===== src/rtl/simt_pkg.sv =====
package simt_pkg;

    localparam int WARP_W = 8;
    localparam int PC_W   = 16;

    typedef logic [WARP_W-1:0] tmask_t;
    typedef logic [PC_W-1:0]   pc_t;

    // One stack record: pop trigger, resume PC and resume mask
    typedef struct packed {
        pc_t    rpc;
        pc_t    pc;
        tmask_t mask;
    } stk_ent_t;

    typedef enum logic [1:0] {
        BR_NONE,
        BR_ALL_TAKEN,
        BR_NONE_TAKEN,
        BR_SPLIT
    } br_kind_e;

    function automatic tmask_t eff_pred(tmask_t p, logic neg);
        return neg ? ~p : p;
    endfunction

endpackage


===== src/rtl/simt_branch_eval.sv =====
module simt_branch_eval
    import simt_pkg::*;
(
    input  logic     br_valid,
    input  tmask_t   pred,
    input  logic     negate,
    input  tmask_t   cur_mask,
    output br_kind_e kind,
    output tmask_t   taken_mask,
    output tmask_t   skip_mask
);

    tmask_t eff;

    always_comb begin
        eff        = eff_pred(pred, negate);
        taken_mask = eff & cur_mask;
        skip_mask  = ~eff & cur_mask;
        if (!br_valid)
            kind = BR_NONE;
        else if (taken_mask == '0)
            kind = BR_NONE_TAKEN;
        else if (skip_mask == '0)
            kind = BR_ALL_TAKEN;
        else
            kind = BR_SPLIT;
    end

endmodule


===== src/rtl/simt_stack_store.sv =====
module simt_stack_store
    import simt_pkg::*;
#(
    parameter int DEPTH = 8,
    localparam int CW   = $clog2(DEPTH + 1)
) (
    input  logic          clk,
    input  logic          rst,
    input  logic [1:0]    push_n,
    input  stk_ent_t      push_lo,
    input  stk_ent_t      push_hi,
    input  logic [1:0]    pop_n,
    output stk_ent_t      top_ent,
    output stk_ent_t      next_ent,
    output logic [CW-1:0] count
);

    stk_ent_t slot [DEPTH];

    always_ff @(posedge clk) begin
        for (int i = 0; i < DEPTH; i++) begin
            if (push_n != 2'd0 && count == CW'(i))
                slot[i] <= push_lo;
            else if (push_n == 2'd2 && count + CW'(1) == CW'(i))
                slot[i] <= push_hi;
        end
    end

    always_ff @(posedge clk) begin
        if (rst)
            count <= '0;
        else
            count <= count + CW'(push_n) - CW'(pop_n);
    end

    always_comb begin
        top_ent  = '0;
        next_ent = '0;
        for (int i = 0; i < DEPTH; i++) begin
            if (count == CW'(i + 1)) top_ent  = slot[i];
            if (count == CW'(i + 2)) next_ent = slot[i];
        end
    end


    depth_bound_chk: assert property (@(posedge clk) disable iff (rst)
        int'(count) <= DEPTH);


    no_underflow_chk: assert property (@(posedge clk) disable iff (rst)
        int'(pop_n) <= int'(count));


    no_overfill_chk: assert property (@(posedge clk) disable iff (rst)
        int'(count) + int'(push_n) <= DEPTH);


    push_count_chk: assert property (@(posedge clk) disable iff (rst)
        (push_n != 2'd0) |=> int'(count) == int'($past(count)) + int'($past(push_n)));

endmodule


===== src/rtl/simt_reconv_stack.sv =====
module simt_reconv_stack
    import simt_pkg::*;
#(
    parameter int  DEPTH    = 8,
    parameter pc_t RESET_PC = '0,
    localparam int CW       = $clog2(DEPTH + 1)
) (
    input  logic                         clk,
    input  logic                         rst,
    input  logic                         step_valid,
    input  logic                         br_valid,
    input  logic [simt_pkg::WARP_W-1:0]  br_pred,
    input  logic                         br_negate,
    input  logic [simt_pkg::PC_W-1:0]    target_pc,
    input  logic [simt_pkg::PC_W-1:0]    fall_pc,
    input  logic [simt_pkg::PC_W-1:0]    reconv_pc,
    output logic [simt_pkg::PC_W-1:0]    pc_out,
    output logic [simt_pkg::WARP_W-1:0]  mask_out,
    output logic                         overflow
);

    pc_t      pc_q, pc_d;
    tmask_t   mask_q, mask_d;
    logic     ovf_q, ovf_d;
    br_kind_e kind;
    tmask_t   taken_m, skip_m;
    stk_ent_t top_e, next_e, lo_e, hi_e;
    logic [CW-1:0] count;
    logic [1:0] push_n, pop_n, need;
    pc_t      cand;
    logic     hit, room;

    simt_branch_eval u_eval (
        .br_valid   (br_valid),
        .pred       (br_pred),
        .negate     (br_negate),
        .cur_mask   (mask_q),
        .kind       (kind),
        .taken_mask (taken_m),
        .skip_mask  (skip_m)
    );

    simt_stack_store #(.DEPTH(DEPTH)) u_store (
        .clk      (clk),
        .rst      (rst),
        .push_n   (push_n),
        .push_lo  (lo_e),
        .push_hi  (hi_e),
        .pop_n    (pop_n),
        .top_ent  (top_e),
        .next_ent (next_e),
        .count    (count)
    );

    always_comb begin
        need = (target_pc == reconv_pc) ? 2'd1 : 2'd2;
        room = (int'(count) + int'(need)) <= DEPTH;
        cand = (kind == BR_ALL_TAKEN) ? target_pc : fall_pc;
        hit  = (count != '0) && (cand == top_e.rpc);
    end

    always_comb begin
        pc_d   = pc_q;
        mask_d = mask_q;
        ovf_d  = ovf_q;
        push_n = 2'd0;
        pop_n  = 2'd0;
        lo_e   = '{rpc: reconv_pc, pc: reconv_pc, mask: mask_q};
        hi_e   = '{rpc: reconv_pc, pc: fall_pc,   mask: skip_m};
        if (step_valid) begin
            if (kind == BR_SPLIT) begin
                if (!room) begin
                    ovf_d = 1'b1;
                end else if (need == 2'd1) begin
                    push_n = 2'd1;
                    pc_d   = fall_pc;
                    mask_d = skip_m;
                end else begin
                    push_n = 2'd2;
                    pc_d   = target_pc;
                    mask_d = taken_m;
                end
            end else if (hit) begin
                if (count >= CW'(2) && top_e.pc == next_e.rpc) begin
                    pop_n  = 2'd2;
                    pc_d   = next_e.pc;
                    mask_d = next_e.mask;
                end else begin
                    pop_n  = 2'd1;
                    pc_d   = top_e.pc;
                    mask_d = top_e.mask;
                end
            end else begin
                pc_d = cand;
            end
        end
    end

    always_ff @(posedge clk) begin
        if (rst) begin
            pc_q   <= RESET_PC;
            mask_q <= '1;
            ovf_q  <= 1'b0;
        end else begin
            pc_q   <= pc_d;
            mask_q <= mask_d;
            ovf_q  <= ovf_d;
        end
    end

    assign pc_out   = pc_q;
    assign mask_out = mask_q;
    assign overflow = ovf_q;


    idle_hold_chk: assert property (@(posedge clk) disable iff (rst)
        !step_valid |=> $stable(pc_out) && $stable(mask_out));


    no_wake_chk: assert property (@(posedge clk) disable iff (rst)
        (step_valid && pop_n == 2'd0) |=> (mask_out & ~$past(mask_out)) == '0);


    ovf_sticky_chk: assert property (@(posedge clk) disable iff (rst)
        overflow |=> overflow);


    ovf_freeze_chk: assert property (@(posedge clk) disable iff (rst)
        (step_valid && kind == BR_SPLIT && !room) |=> $stable(pc_out) && $stable(mask_out));


    empty_full_mask_chk: assert property (@(posedge clk) disable iff (rst)
        (count == '0) |-> mask_out == '1);


    mask_nonzero_chk: assert property (@(posedge clk) disable iff (rst)
        mask_out != '0);

endmodule


===== config.mk =====
export PLATFORM = sky130hd
export DESIGN_NAME = simt_reconv_stack
export DESIGN_NICKNAME = d
export VERILOG_FILES = /design/src/rtl/simt_pkg.sv /design/src/rtl/simt_branch_eval.sv /design/src/rtl/simt_stack_store.sv /design/src/rtl/simt_reconv_stack.sv
export SDC_FILE = /design/constraint.sdc
export NUM_CORES = 1
export LEC_CHECK = 0
export CELL_PAD_IN_SITES_DETAIL_PLACEMENT = 1
export CELL_PAD_IN_SITES_GLOBAL_PLACEMENT = 2
export CORE_ASPECT_RATIO = 1.5
export CORE_MARGIN = 2
export CORE_UTILIZATION = 40
export CTS_CLUSTER_SIZE = 30
export DETAILED_ROUTE_END_ITERATION = 8
export PLACE_DENSITY_LB_ADDON = 0.3
export SYNTH_ARGS = -nofsm -noshare
export SYNTH_HDL_FRONTEND = slang
export SYNTH_SLANG_ARGS = --single-unit

===== constraint.sdc =====
create_clock -name clk -period 26.6 [get_ports clk]
set_input_delay 7.98 -clock clk [delete_from_list [all_inputs] [get_ports clk]]
set_output_delay 7.98 -clock clk [all_outputs]
set_load 0.01 [all_outputs]

==> impl_metrics.tcl <==
set metrics [dict create \
    status "finished clean" \
    pwr_density_cell_nw_per_um2 82.1 \
    core-area_sq_um 51300 \
    report.final.hold_viol_count 0 \
    h-tree-depth 2 \
    synth_top_cells_by_count "edfxtp_1 (320), mux2_2 (153), clkbuf_1 (139)" \
    place_hpwl_mm 57.4 \
    cts_buffer_depth 3 \
    worst_slew_pin_slew_ns 1.26 \
    syn_avg_cell_area_sq_um 10.8 \
    grt_pass1_wl_mm 128 \
    cts_tree "done" \
    power_frac_seq_pct 34.9 \
    skew_ns 0.0262 \
    die_x_um 190 \
    tns_ns 0 \
    synth_area_leaders "edfxtp_1 (46%), mux2_2 (8.3%), mux2i_1 (3.6%), dfxtp_1 (2.8%), o21ai_0 (2.7%)" \
    die_h_um 282 \
    syn_nets 1985 \
    drive_gt1_share_pct 17.5 \
    min_path_type "reg -> reg" \
    syn_to_final_growth_pct 13.9 \
    synth_top_cell_by_area "edfxtp_1" \
    cts_sinks 349 \
    clkLatencyLatePin_ns 0.56 \
    multi_input_area_sq_um 9700 \
    place_congestion 0.884 \
    cts_setup_buffers 0 \
    die-area_sq_um 53600 \
    seq_area_frac_synth_pct 49.3 \
    detail_route.first_pass.iterations 5 \
    fmax_mhz 68.1 \
    synth_enable_flop_cells 320 \
    start_kind "input pin" \
    path_max_fanout 28 \
    switching_share_pct 38.4 \
    yosysMostFrequentCell "edfxtp_1" \
    critPathCaptureType "register" \
    antenna_cells 0 \
    vias 17800 \
    viasPerCell 6.82 \
    p_leak_uw 0.00736 \
    hold_buffers 0 \
    rsz0062_at_grt "false" \
    setup_ws_ns 11.91 \
    rows 102 \
    fin_nets 1980 \
    critPathKind "in -> reg" \
    path_clk_slew_ns 0.06 \
    antenna_found_initial 1 \
    grt_max_degree 58 \
    overflow 0 \
    synth_top_area_share_pct 46.5 \
    cp_data_arrival_time_ns 14.89 \
    p_clk_share_pct 28.9 \
    wirelength_mm 88.8 \
    cts-root-buf "clkbuf_16" \
    cts_made_buffers 39 \
    cp_data_required_time_ns 26.81 \
    p_int_uw 1190 \
    fin_crit_ns 14.69 \
    initial_utilization_pct 40.3 \
    area.sequential_sq_um 10200 \
    setup-violations-final 0 \
    max-vdd-ir-drop_mv 0.0550 \
    avgRoutedWirePerCell_um 34.1 \
    io_buffers 85 \
    drcViolationCount 0 \
    power_switching_uw 742 \
    synth-async-reset-ratio_pct 0 \
    p_comb_share_pct 36.2 \
    synth_cell_types 81 \
    worst-r2r-setup-slack_ns 19.32 \
    synth_seq_cells 349 \
    first_global_vias 18600 \
    detail_route.iter0.violations 1761 \
    cts_repair_resize_count 0 \
    synth-main-ff-cell "edfxtp_1" \
    slew_headroom_pct 15.6 \
    final_max_slew_viol_count 0 \
    min_period_over_period_pct 55.2 \
    ant_nets 0 \
    cap_viol_max_count 0 \
    syn_area_sq_um 20700 \
    syn_inst 1910 \
    grt_use_total_pct 32.8 \
    n_fill_cell 5505 \
    pre_cts_slack_ns 11.48 \
    io_pins 86 \
    yosysWarningCount 0 \
]
layer usage:
layer	GRT usage, %	vias up	part of all wire [%]
met4	17.4	0	5.6
li1	-	7428	-
met3	5.89	248	8.2
met5	0	-	0
met2	55.9	1000	49
met1	39.6	9109	38
worst max-delay path: stages:
cell	delay [ns]
clkdlybuf4s50_1	0.90
xor2_1	0.34
nor4_1	0.24
nand4_1	0.18
buf_4	0.29
inv_1	0.53
ha_1	0.33
fa_1	0.46
nor2_1	0.17
nand2_1	0.07
and3_1	0.17
o21ai_0	0.19
and2_1	0.18
nand4_1	0.43
nor3_4	1.01
nand2_1	0.15
buf_4	0.31
o21ai_4	0.43
buf_4	0.50
state kept, by name, indices dropped and copies added (netlist names):
signal and flops:
pc_out 16, overflow 1, mask_out 8, u_store.slot 320
u_store.count 4
cells by family (layout without fill, tap and decap cells):
group                    after synthesis  in the layout  share of synthesized area [%]
AO/OA/AOI/OAI                        646            646                           21.3
AND/OR/NAND/NOR                      369            369                           8.68
flip-flops                           349            349                           49.3
buffers and inverters                238            261                           4.68
multiplexers                         231            231                           12.3
XOR/XNOR                              63             63                           2.80
adder cells (fa/ha/maj)               14             14                          0.956
power groups by stage:
stage / registers (uW) / clock network, uW / logic, uW
floorplan: 675 / 0 / 391
CTS: 674 / 564 / 685
detailed placement: 685 / 0 / 681
global route: 677 / 582 / 732
global placement: 684 / 0 / 673
finish: 675 / 559 / 700
cell usage in the layout, fill, tap and decap left out, types with 15 or more instances in the layout:
cell / netlist / routed
o22ai_1: 31 / 31
xor2_1: 34 / 34
nand3_1: 32 / 32
clkbuf_1: 139 / 15
a221oi_1: 19 / 19
xnor2_1: 27 / 27
o221ai_1: 18 / 18
mux2_2: 153 / 153
clkbuf_16: 0 / 39
nor2_1: 105 / 102
mux2i_1: 75 / 75
o211ai_1: 27 / 27
dfxtp_1: 29 / 27
nand4_1: 21 / 21
a211oi_1: 31 / 31
edfxtp_1: 320 / 320
a21oi_1: 111 / 110
buf_4: 4 / 75
o21ai_0: 112 / 105
o21a_1: 24 / 24
a22oi_1: 71 / 71
a311oi_1: 30 / 30
clkdlybuf4s50_1: 0 / 85
inv_1: 25 / 25
a31oi_1: 71 / 71
nand2_1: 115 / 114
cell type report:
class / count / area share, %
repair buffers: 160 / 6.01
flip-flops and latches: 349 / 43.3
multi-input cells: 1323 / 41.2
inverters: 32 / 0.510
clock inverters: 14 / 0.904
clock buffers: 55 / 4.44
well taps: 676 / 3.59
through the flow:
step / cell area (sq um) / utilization (%) / hold WS (ns) / instances / power, uW
6_report: 23500 / 45.9 / 0.479 / 2609 / 1930
5_1_grt: 23500 / 45.9 / 0.525 / 2609 / 1990
3_3_place_gp: 22300 / 43.4 / 0.466 / 2540 / 1360
4_1_cts: 23500 / 45.9 / 0.484 / 2609 / 1920
3_5_place_dp: 22300 / 43.4 / 0.463 / 2540 / 1370
2_1_floorplan: 20700 / - / 0.483 / 1910 / 1070
path summary, 6_finish.rpt:
kind	from	end	cells past startpoint
hold / removal	overflow	overflow	2
setup reg to reg	u_store.count[2]	u_store.count[2]	20
hold reg to reg	overflow	overflow	2
setup / recovery	reconv_pc[9]	u_store.slot[1][69]	19
Power figures use the tool's default switching activity.
